File: config.mk
export PLATFORM = sky130hd
export DESIGN_NAME = tcs_sample_seq
export DESIGN_NICKNAME = d
export VERILOG_FILES = /design/src/rtl/tcs_pkg.sv /design/src/rtl/tcs_prescaler.sv /design/src/rtl/tcs_period_ctr.sv /design/src/rtl/tcs_result_reg.sv /design/src/rtl/tcs_sample_seq.sv
export SDC_FILE = /design/constraint.sdc
export NUM_CORES = 1
export LEC_CHECK = 0
export BUFFER_PORTS_ARGS = -buffer_cell sky130_fd_sc_hd__buf_2
export CORE_MARGIN = 1.5
export CORE_UTILIZATION = 45
export CTS_CLUSTER_DIAMETER = 80
export CTS_CLUSTER_SIZE = 25
export DETAILED_ROUTE_END_ITERATION = 12
export GPL_ROUTABILITY_DRIVEN = 0
export GPL_TIMING_DRIVEN = 0
export PLACE_DENSITY_LB_ADDON = 0.15
export SLEW_MARGIN = 5
export SYNTH_ARGS = -nofsm -noshare
export SYNTH_HDL_FRONTEND = slang
export SYNTH_SLANG_ARGS = --single-unit
File: constraint.sdc
create_clock -name clk -period 2 [get_ports clk]
set_input_delay 0.4 -clock clk [delete_from_list [all_inputs] [get_ports clk]]
set_output_delay 0.4 -clock clk [all_outputs]
set_load 0.005 [all_outputs]
File: src/rtl/tcs_pkg.sv
package tcs_pkg;
  typedef enum logic [1:0] {
    SQ_IDLE = 2'd0,
    SQ_RUN  = 2'd1,
    SQ_HELD = 2'd2
  } sq_state_t;
endpackage

File: src/rtl/tcs_prescaler.sv
module tcs_prescaler #(
  parameter int DIV = 4
) (
  input  logic clk,
  input  logic rst,
  input  logic clear,
  input  logic run,
  output logic tick
);
  localparam int PW = (DIV > 1) ? $clog2(DIV) : 1;
  localparam logic [PW-1:0] LAST = PW'(DIV - 1);

  generate
    if (DIV == 1) begin : g_direct
      assign tick = run;
    end else begin : g_div
      logic [PW-1:0] phase;
      assign tick = run && (phase == LAST);
      always_ff @(posedge clk) begin
        if (rst || clear) phase <= '0;
        else if (run) phase <= tick ? '0 : phase + 1'b1;
      end
    end
  endgenerate
endmodule

File: src/rtl/tcs_period_ctr.sv
module tcs_period_ctr #(
  parameter int CNT_W = 6,
  parameter int LIMIT = 40
) (
  input  logic             clk,
  input  logic             rst,
  input  logic             clear,
  input  logic             tick,
  output logic [CNT_W-1:0] count,
  output logic             last_step
);
  localparam logic [CNT_W-1:0] TOP = CNT_W'(LIMIT);
  localparam logic [CNT_W-1:0] PRE = CNT_W'(LIMIT - 1);

  assign last_step = tick && (count == PRE);

  always_ff @(posedge clk) begin
    if (rst || clear) count <= '0;
    else if (tick && count != TOP) count <= count + 1'b1;
  end
endmodule

File: src/rtl/tcs_result_reg.sv
module tcs_result_reg #(
  parameter int CNT_W    = 6,
  parameter int ZERO_LIM = 3,
  parameter int INF_LIM  = 40
) (
  input  logic             clk,
  input  logic             rst,
  input  logic             load,
  input  logic             force_inf,
  input  logic [CNT_W-1:0] raw_count,
  output logic [CNT_W-1:0] period_count,
  output logic             count_valid,
  output logic             timeout_zero,
  output logic             timeout_infinite
);
  function automatic logic [CNT_W+1:0] classify(input logic [CNT_W-1:0] c, input logic inf);
    logic [CNT_W-1:0] v;
    logic z, i;
    i = inf || (int'(c) >= INF_LIM);
    z = !i && (int'(c) < ZERO_LIM);
    if (i)      v = CNT_W'(INF_LIM);
    else if (z) v = '0;
    else        v = c;
    return {z, i, v};
  endfunction

  logic [CNT_W+1:0] cls;
  assign cls = classify(raw_count, force_inf);

  always_ff @(posedge clk) begin
    if (rst) begin
      period_count     <= '0;
      count_valid      <= 1'b0;
      timeout_zero     <= 1'b0;
      timeout_infinite <= 1'b0;
    end else if (load && !count_valid) begin
      period_count     <= cls[CNT_W-1:0];
      timeout_infinite <= cls[CNT_W];
      timeout_zero     <= cls[CNT_W+1];
      count_valid      <= 1'b1;
    end
  end
endmodule

File: src/rtl/tcs_sample_seq.sv
module tcs_sample_seq #(
  parameter int DIV      = 4,
  parameter int ZERO_LIM = 3,
  parameter int INF_LIM  = 40,
  parameter int CNT_W    = $clog2(INF_LIM + 1)
) (
  input  logic             clk,
  input  logic             rst,
  input  logic             reset_release,
  input  logic             reset_active,
  input  logic             ramp_done,
  input  logic             pin_grounded,
  output logic             ramp_enable,
  output logic [CNT_W-1:0] period_count,
  output logic             count_valid,
  output logic             timeout_zero,
  output logic             timeout_infinite
);
  import tcs_pkg::*;

  sq_state_t        state, state_nx;
  logic             run_active, start_ok, abort_run, cmp_end, sat_end, finish_load, force_inf;
  logic             tick, last_step, live;
  logic [CNT_W-1:0] raw_count;

  assign run_active  = (state == SQ_RUN);
  assign start_ok    = (state == SQ_IDLE) && reset_release && !reset_active;
  assign abort_run   = run_active && reset_active;
  assign live        = run_active && !reset_active && !ramp_done;
  assign cmp_end     = run_active && !reset_active && ramp_done;
  assign sat_end     = live && last_step;
  assign finish_load = cmp_end || sat_end || (start_ok && pin_grounded);
  assign force_inf   = sat_end || (start_ok && pin_grounded);
  assign ramp_enable = run_active;

  always_comb begin
    state_nx = state;
    case (state)
      SQ_IDLE: if (start_ok) state_nx = pin_grounded ? SQ_HELD : SQ_RUN;
      SQ_RUN: begin
        if (abort_run) state_nx = SQ_IDLE;
        else if (cmp_end || sat_end) state_nx = SQ_HELD;
      end
      default: state_nx = SQ_HELD;
    endcase
  end

  always_ff @(posedge clk) begin
    if (rst) state <= SQ_IDLE;
    else     state <= state_nx;
  end

  tcs_prescaler #(.DIV(DIV)) u_pre (
    .clk(clk), .rst(rst), .clear(!run_active), .run(live), .tick(tick)
  );

  tcs_period_ctr #(.CNT_W(CNT_W), .LIMIT(INF_LIM)) u_ctr (
    .clk(clk), .rst(rst), .clear(!run_active), .tick(tick),
    .count(raw_count), .last_step(last_step)
  );

  tcs_result_reg #(.CNT_W(CNT_W), .ZERO_LIM(ZERO_LIM), .INF_LIM(INF_LIM)) u_res (
    .clk(clk), .rst(rst), .load(finish_load), .force_inf(force_inf),
    .raw_count(raw_count), .period_count(period_count), .count_valid(count_valid),
    .timeout_zero(timeout_zero), .timeout_infinite(timeout_infinite)
  );
endmodule

* Word-level counts from Yosys, hierarchy flattened *
Cells that the tools add are included.

word-level totals
  register bits after elaboration = 19
  logic and storage cells = 50

operators by class
  add/sub/neg operators = 2
  $lt $le $gt $ge = 2
  equality and inequality tests = 6
  muxes and demuxes = 8
  reductions and logical operators = 25

operators with widths
  operator                                                     number
  logical AND 1 bit                                            13
  2-to-1 mux 6 bit                                             2
  2-to-1 mux 2 bit                                             5
  adder 6 x 1 -> 6 bit (second input constant)                 1
  equality test 6 bit (second input constant)                  1
  >= comparator 6 bit (second input constant)                  1
  less-than comparator 6 x 2 -> 1 bit (second input constant)  1
  != test 6 bit (second input constant)                        1
  zero test 1 bit                                              5
  logical OR 1 bit                                             5
  case mux 2 bit (2 select lines)                              1
  != test 3 x 1 -> 1 bit (second input constant)               1
  adder 2 x 1 -> 2 bit (second input constant)                 1
  equality test 2 x 1 -> 1 bit (second input constant)         1
  equality test 2 bit (second input constant)                  1
  zero test 2 bit                                              1
  != test 2 bit (second input constant)                        1
  AND reduction 2 bit                                          1

* Logic depth before layout (Yosys ltp) *
  word-level depth = 12
  gate-level depth with buffers = 7
  depth with buffers taken out = 6

* Cells and area by module *
A second synthesis with hierarchy kept.

second synthesis, totals
  cells, all modules = 109
  area, all modules = 975.9 um2

modules (own cells, without submodules)
  module          instances  cells an instance  area an instance (um2)
  tcs_period_ctr  1          42                 371.6
  tcs_result_reg  1          39                 361.6
  tcs_sample_seq  1          19                 141.4
  tcs_prescaler   1          9                  101.3

* Worst setup path before layout *
OpenSTA, ideal clock, no wires.

  path type = register to register
  from = register u_ctr.count[1]
  to = register u_res.period_count[0]
  data arrival time = 1386 ps
  required time = 1912 ps
  path slack = 526 ps
  stages on the path, launching flop included = 8
  buffers on the path = 1
  cells stage by stage = dfxtp_1 -> ha_1 -> and4_1 -> nand4_1 -> nand2_2 -> buf_6 -> nand3_2 -> o32ai_2

on the way
  longest elaborated chain between the ends = 9
  elaborated cells on any way between the ends = 14

ends and longest elaborated chain
  item                                                         line                  RTL
  start, declared                                              tcs_period_ctr.sv:9   output logic [CNT_W-1:0] count,
  start signal, assigned                                       tcs_period_ctr.sv:19  else if (tick && count != TOP) count <= count + 1'b1;
  branches (longest 9 deep; another with >= comparator 6 bit)  n/a
  end signal, assigned                                         tcs_result_reg.sv:37  period_count <= cls[CNT_W-1:0];
  end, declared                                                tcs_result_reg.sv:11  output logic [CNT_W-1:0] period_count,

Several ways; the timed one is not identified.
A chain may end at the register's enable or synchronous reset.

* Worst setup path after layout *
Ends and elaborated chain as after synthesis.

==> reports/qor.txt <==
Outcome: finished, final reports clean
Wire length reported by the detailed router: 1874 µm
Worst Path Required: 2220 ps
Clk slew on worst S/H paths: 110 ps
Layout net count: 129
Synth top area share: 40.32%
Number of global-route vias before repair: 752
Core footprint: 1962 µm²
Clk root buf: sky130_fd_sc_hd__clkbuf_4
Synthesis Warnings: 0
Vias per cell: 5.390
Share of total power consumed by net switching: 24.53%
Fraction of registers with async set or reset after synthesis: 0%
Deepest level of the CTS H-tree: 1
Wire length of the first global-routing pass: 3263 µm
Later-pin clock latency in the skew report: 290 ps
Synthesized instance count: 101
Tightest hold margin: 437.4 ps
Hold Path Cell Cnt: 3
Util after Layout: 54.78%
Final hold vios: 0
Family with the most delay on the worst path: simple AND/OR/NAND/NOR gates
Power density cells: 600.0 nW/µm²
Biggest cell delay along the critical path: 370 ps
Post-Syn Area per Cell: 9.341 µm²
Cell area after synthesis: 943.4 µm²
Portion of the clock cycle consumed by the worst path in the final layout: 84.17%
Die Outline Area: 2380 µm²
TritonCTS clock tree: done
Worst Path Class, Setup: reg2reg
Max capacitance violation total: 0
Sequential cell area fraction in the yosys report: 40.32%
Combined buffer and inverter count along the critical path: 1
Placement row count: 16
Clock Power Share: 30.1%
Placed wire-length estimate after detailed placement: 1410 µm
Number of antenna violations at the first check in global routing: 0
Detail-routed net length per standard cell: 12.84 µm
Layout overhead on the synthesized area: 13.93%
Transition time at the pin with the least slew margin: 505.7 ps
Final total negative setup slack: 0 ps
Capturing element type of the critical path: register
I/O pin count: 16
Critical path launch point type: register
Max-slew violation total from the final report: 0
Inserted Clock Buffers: 3
Number of search-and-repair iterations in the first detailed-routing pass: 4
Cell with the most instances after synthesis: sky130_fd_sc_hd__dfxtp_1
Syn nets: 110
Number of buffers inserted to repair setup after CTS: 0
Leakage Power: 0.4243 nW
Hold EP: u_res.count_valid
Antenna fix cells: 0
# clock sinks: 19
Cts-stage hold buffer count: 0
Deepest clock path buffer count: 2
Height of the die: 48.79 µm
Count of buffers from port buffering: 14
Total DRC errors in the routed layout: 0
Post-synthesis register bit count: 19
Endpoint of the lowest-slack register-to-register path: u_res.period_count[0]
Number of unique standard cell types used by synthesis: 36
R2r setup slk: 320 ps
Most area-consuming cells after synthesis: sky130_fd_sc_hd__dfxtp_1 40%, sky130_fd_sc_hd__nor2_1 5.6%, sky130_fd_sc_hd__nor4b_4 5.0%
Worst min-delay path category: in2reg
Most instantiated flip-flop cell in the synthesis netlist: sky130_fd_sc_hd__dfxtp_1
Post-layout minimum cycle time: 1683 ps
Switching power summed over all nets: 0.0001582 W
Commonest cells post-synth: 19 x sky130_fd_sc_hd__dfxtp_1, 14 x sky130_fd_sc_hd__nor2_1, 9 x sky130_fd_sc_hd__nand2_1, 7 x sky130_fd_sc_hd__inv_1, 5 x sky130_fd_sc_hd__a21oi_1
Final antenna-violating net count: 0
Chain of cells forming the critical path: ha_1 -> and4_1 -> nand4_1 -> nand2_2 -> buf_6 -> nand3_2 -> o32ai_2
Hold path startpoint: pin_grounded
Residual overflow from global routing: 0
Count of routing violations after the opening detailed-route iteration: 13
Internal power component: 0.0004866 W
Number of enable-type register cells in the synthesized netlist: 0
Total number of vias: 787
Endpoint arrival time on the critical path: 1900 ps
Achievable Freq: 594.0 MHz
Max_slew headroom: 66.29%
Worst reg2reg startpoint: u_ctr.count[1]
Ratio of cells with drive above 1 in the final layout: 23.53%
Critical path launch point: u_ctr.count[1]
Maximum resistive drop on vdd: 0.2923 mV
Comb power frac: 8.8%
Worst-path fanout max: 10
R2R depth: 7
All-Layer GR Usage: 17.16%
Die extent in x: 48.79 µm
Total of cells resized after clock tree synthesis: 0
Initial standard-cell utilization of the core: 48.09%
Total power after layout: 0.0006448 W
Post-route clock skew: 0.6216 ps
Setup repair after global routing missed its margin: false
Post-synth top area cell: sky130_fd_sc_hd__dfxtp_1
Slowest cell on crit path: sky130_fd_sc_hd__dfxtp_1
Largest net degree at the start of global routing: 12
Sequential share of power: 61.1%
Number of failing setup endpoints in the final timing report: 0
-- layout by cell type (no fill, tap or decap), types with 3 or more instances in the layout --
master                     synthesis  layout
sky130_fd_sc_hd__clkbuf_4          0       3
sky130_fd_sc_hd__nor2_1           14      14
sky130_fd_sc_hd__mux2i_1           3       3
sky130_fd_sc_hd__nand4_1           4       4
sky130_fd_sc_hd__a21oi_1           5       5
sky130_fd_sc_hd__ha_1              3       3
sky130_fd_sc_hd__buf_2             0      14
sky130_fd_sc_hd__inv_1             7       7
sky130_fd_sc_hd__nand2_1           9       9
sky130_fd_sc_hd__dfxtp_1          19      19
-- worst max path at each step --
stage	endpoint	cells past startpoint	slack, ps
finish	u_res.period_count[0]	7	320
CTS	u_res.period_count[0]	7	320
detailed placement	u_ctr.count[1]	6	230
global placement	u_ctr.count[1]	6	270
global route	u_res.period_count[1]	7	190
floorplan	u_res.period_count[0]	7	530
-- registers in the layout, indices dropped and copies added (netlist names) --
name                    count
state                       2
u_ctr.count                 6
u_pre.g_div.phase           2
u_res.count_valid           1
u_res.period_count          6
u_res.timeout_infinite      1
u_res.timeout_zero          1
-- per-layer routing --
| metal | share of wire (%) | track usage, % | vias to the layer above |
|---|---|---|---|
| li1 | - | - | 395 |
| met1 | 47 | 24.07 | 372 |
| met2 | 48 | 26.94 | 20 |
| met3 | 4.6 | 2.761 | 0 |
| met4 | 0 | 5.714 | 0 |
| met5 | 0 | 0 | - |
-- kinds of logic after synthesis --
kind of cell / Yosys count / share of synthesized area (%)
and+or+nand+nor: 44 / 28.12
AOI/OAI and AO/OA: 19 / 16.31
DFF: 19 / 40.32
buffers and inverters: 9 / 4.377
xor gates and xnor gates: 4 / 3.714
muxes: 3 / 3.183
adders and majority gates: 3 / 3.979
-- power groups by stage --
stage	registers, W	logic (W)	clock network, W
2_1_floorplan	0.000403	0.0000354	0
3_3_place_gp	0.000402	0.0000560	0
3_5_place_dp	0.000403	0.0000567	0
4_1_cts	0.000394	0.0000571	0.000206
5_1_grt	0.000396	0.0000626	0.000221
6_report	0.000394	0.0000568	0.000194
-- tightest hold or removal path: stages --
cell	delay [ps]
sky130_fd_sc_hd__buf_2	130
sky130_fd_sc_hd__nand2_1	80
sky130_fd_sc_hd__a31oi_1	80
-- layout make-up --
type / count / area (µm²)
Timing Repair Buffer: 14 / 70.07
Tap cell: 27 / 33.78
Sequential cell: 19 / 380.4
Multi-Input combinational cell: 73 / 521.8
Clock buffer: 3 / 22.52
Inverter: 7 / 26.28
Clock inverter: 1 / 5.005
Fill cell: 201 / 887.1
Buffer: 2 / 15.01
-- through the flow --
step | cells | instance area [µm²] | setup WS (ps)
floorplan | 101 | 943.4 | 526.2
CTS | 146 | 1075 | 323.3
detailed placement | 142 | 1047 | 226.8
global route | 146 | 1075 | 186.3
finish | 146 | 1075 | 316.6
global placement | 142 | 1047 | 267.1
No activity file was read; power rests on OpenSTA's default activity.
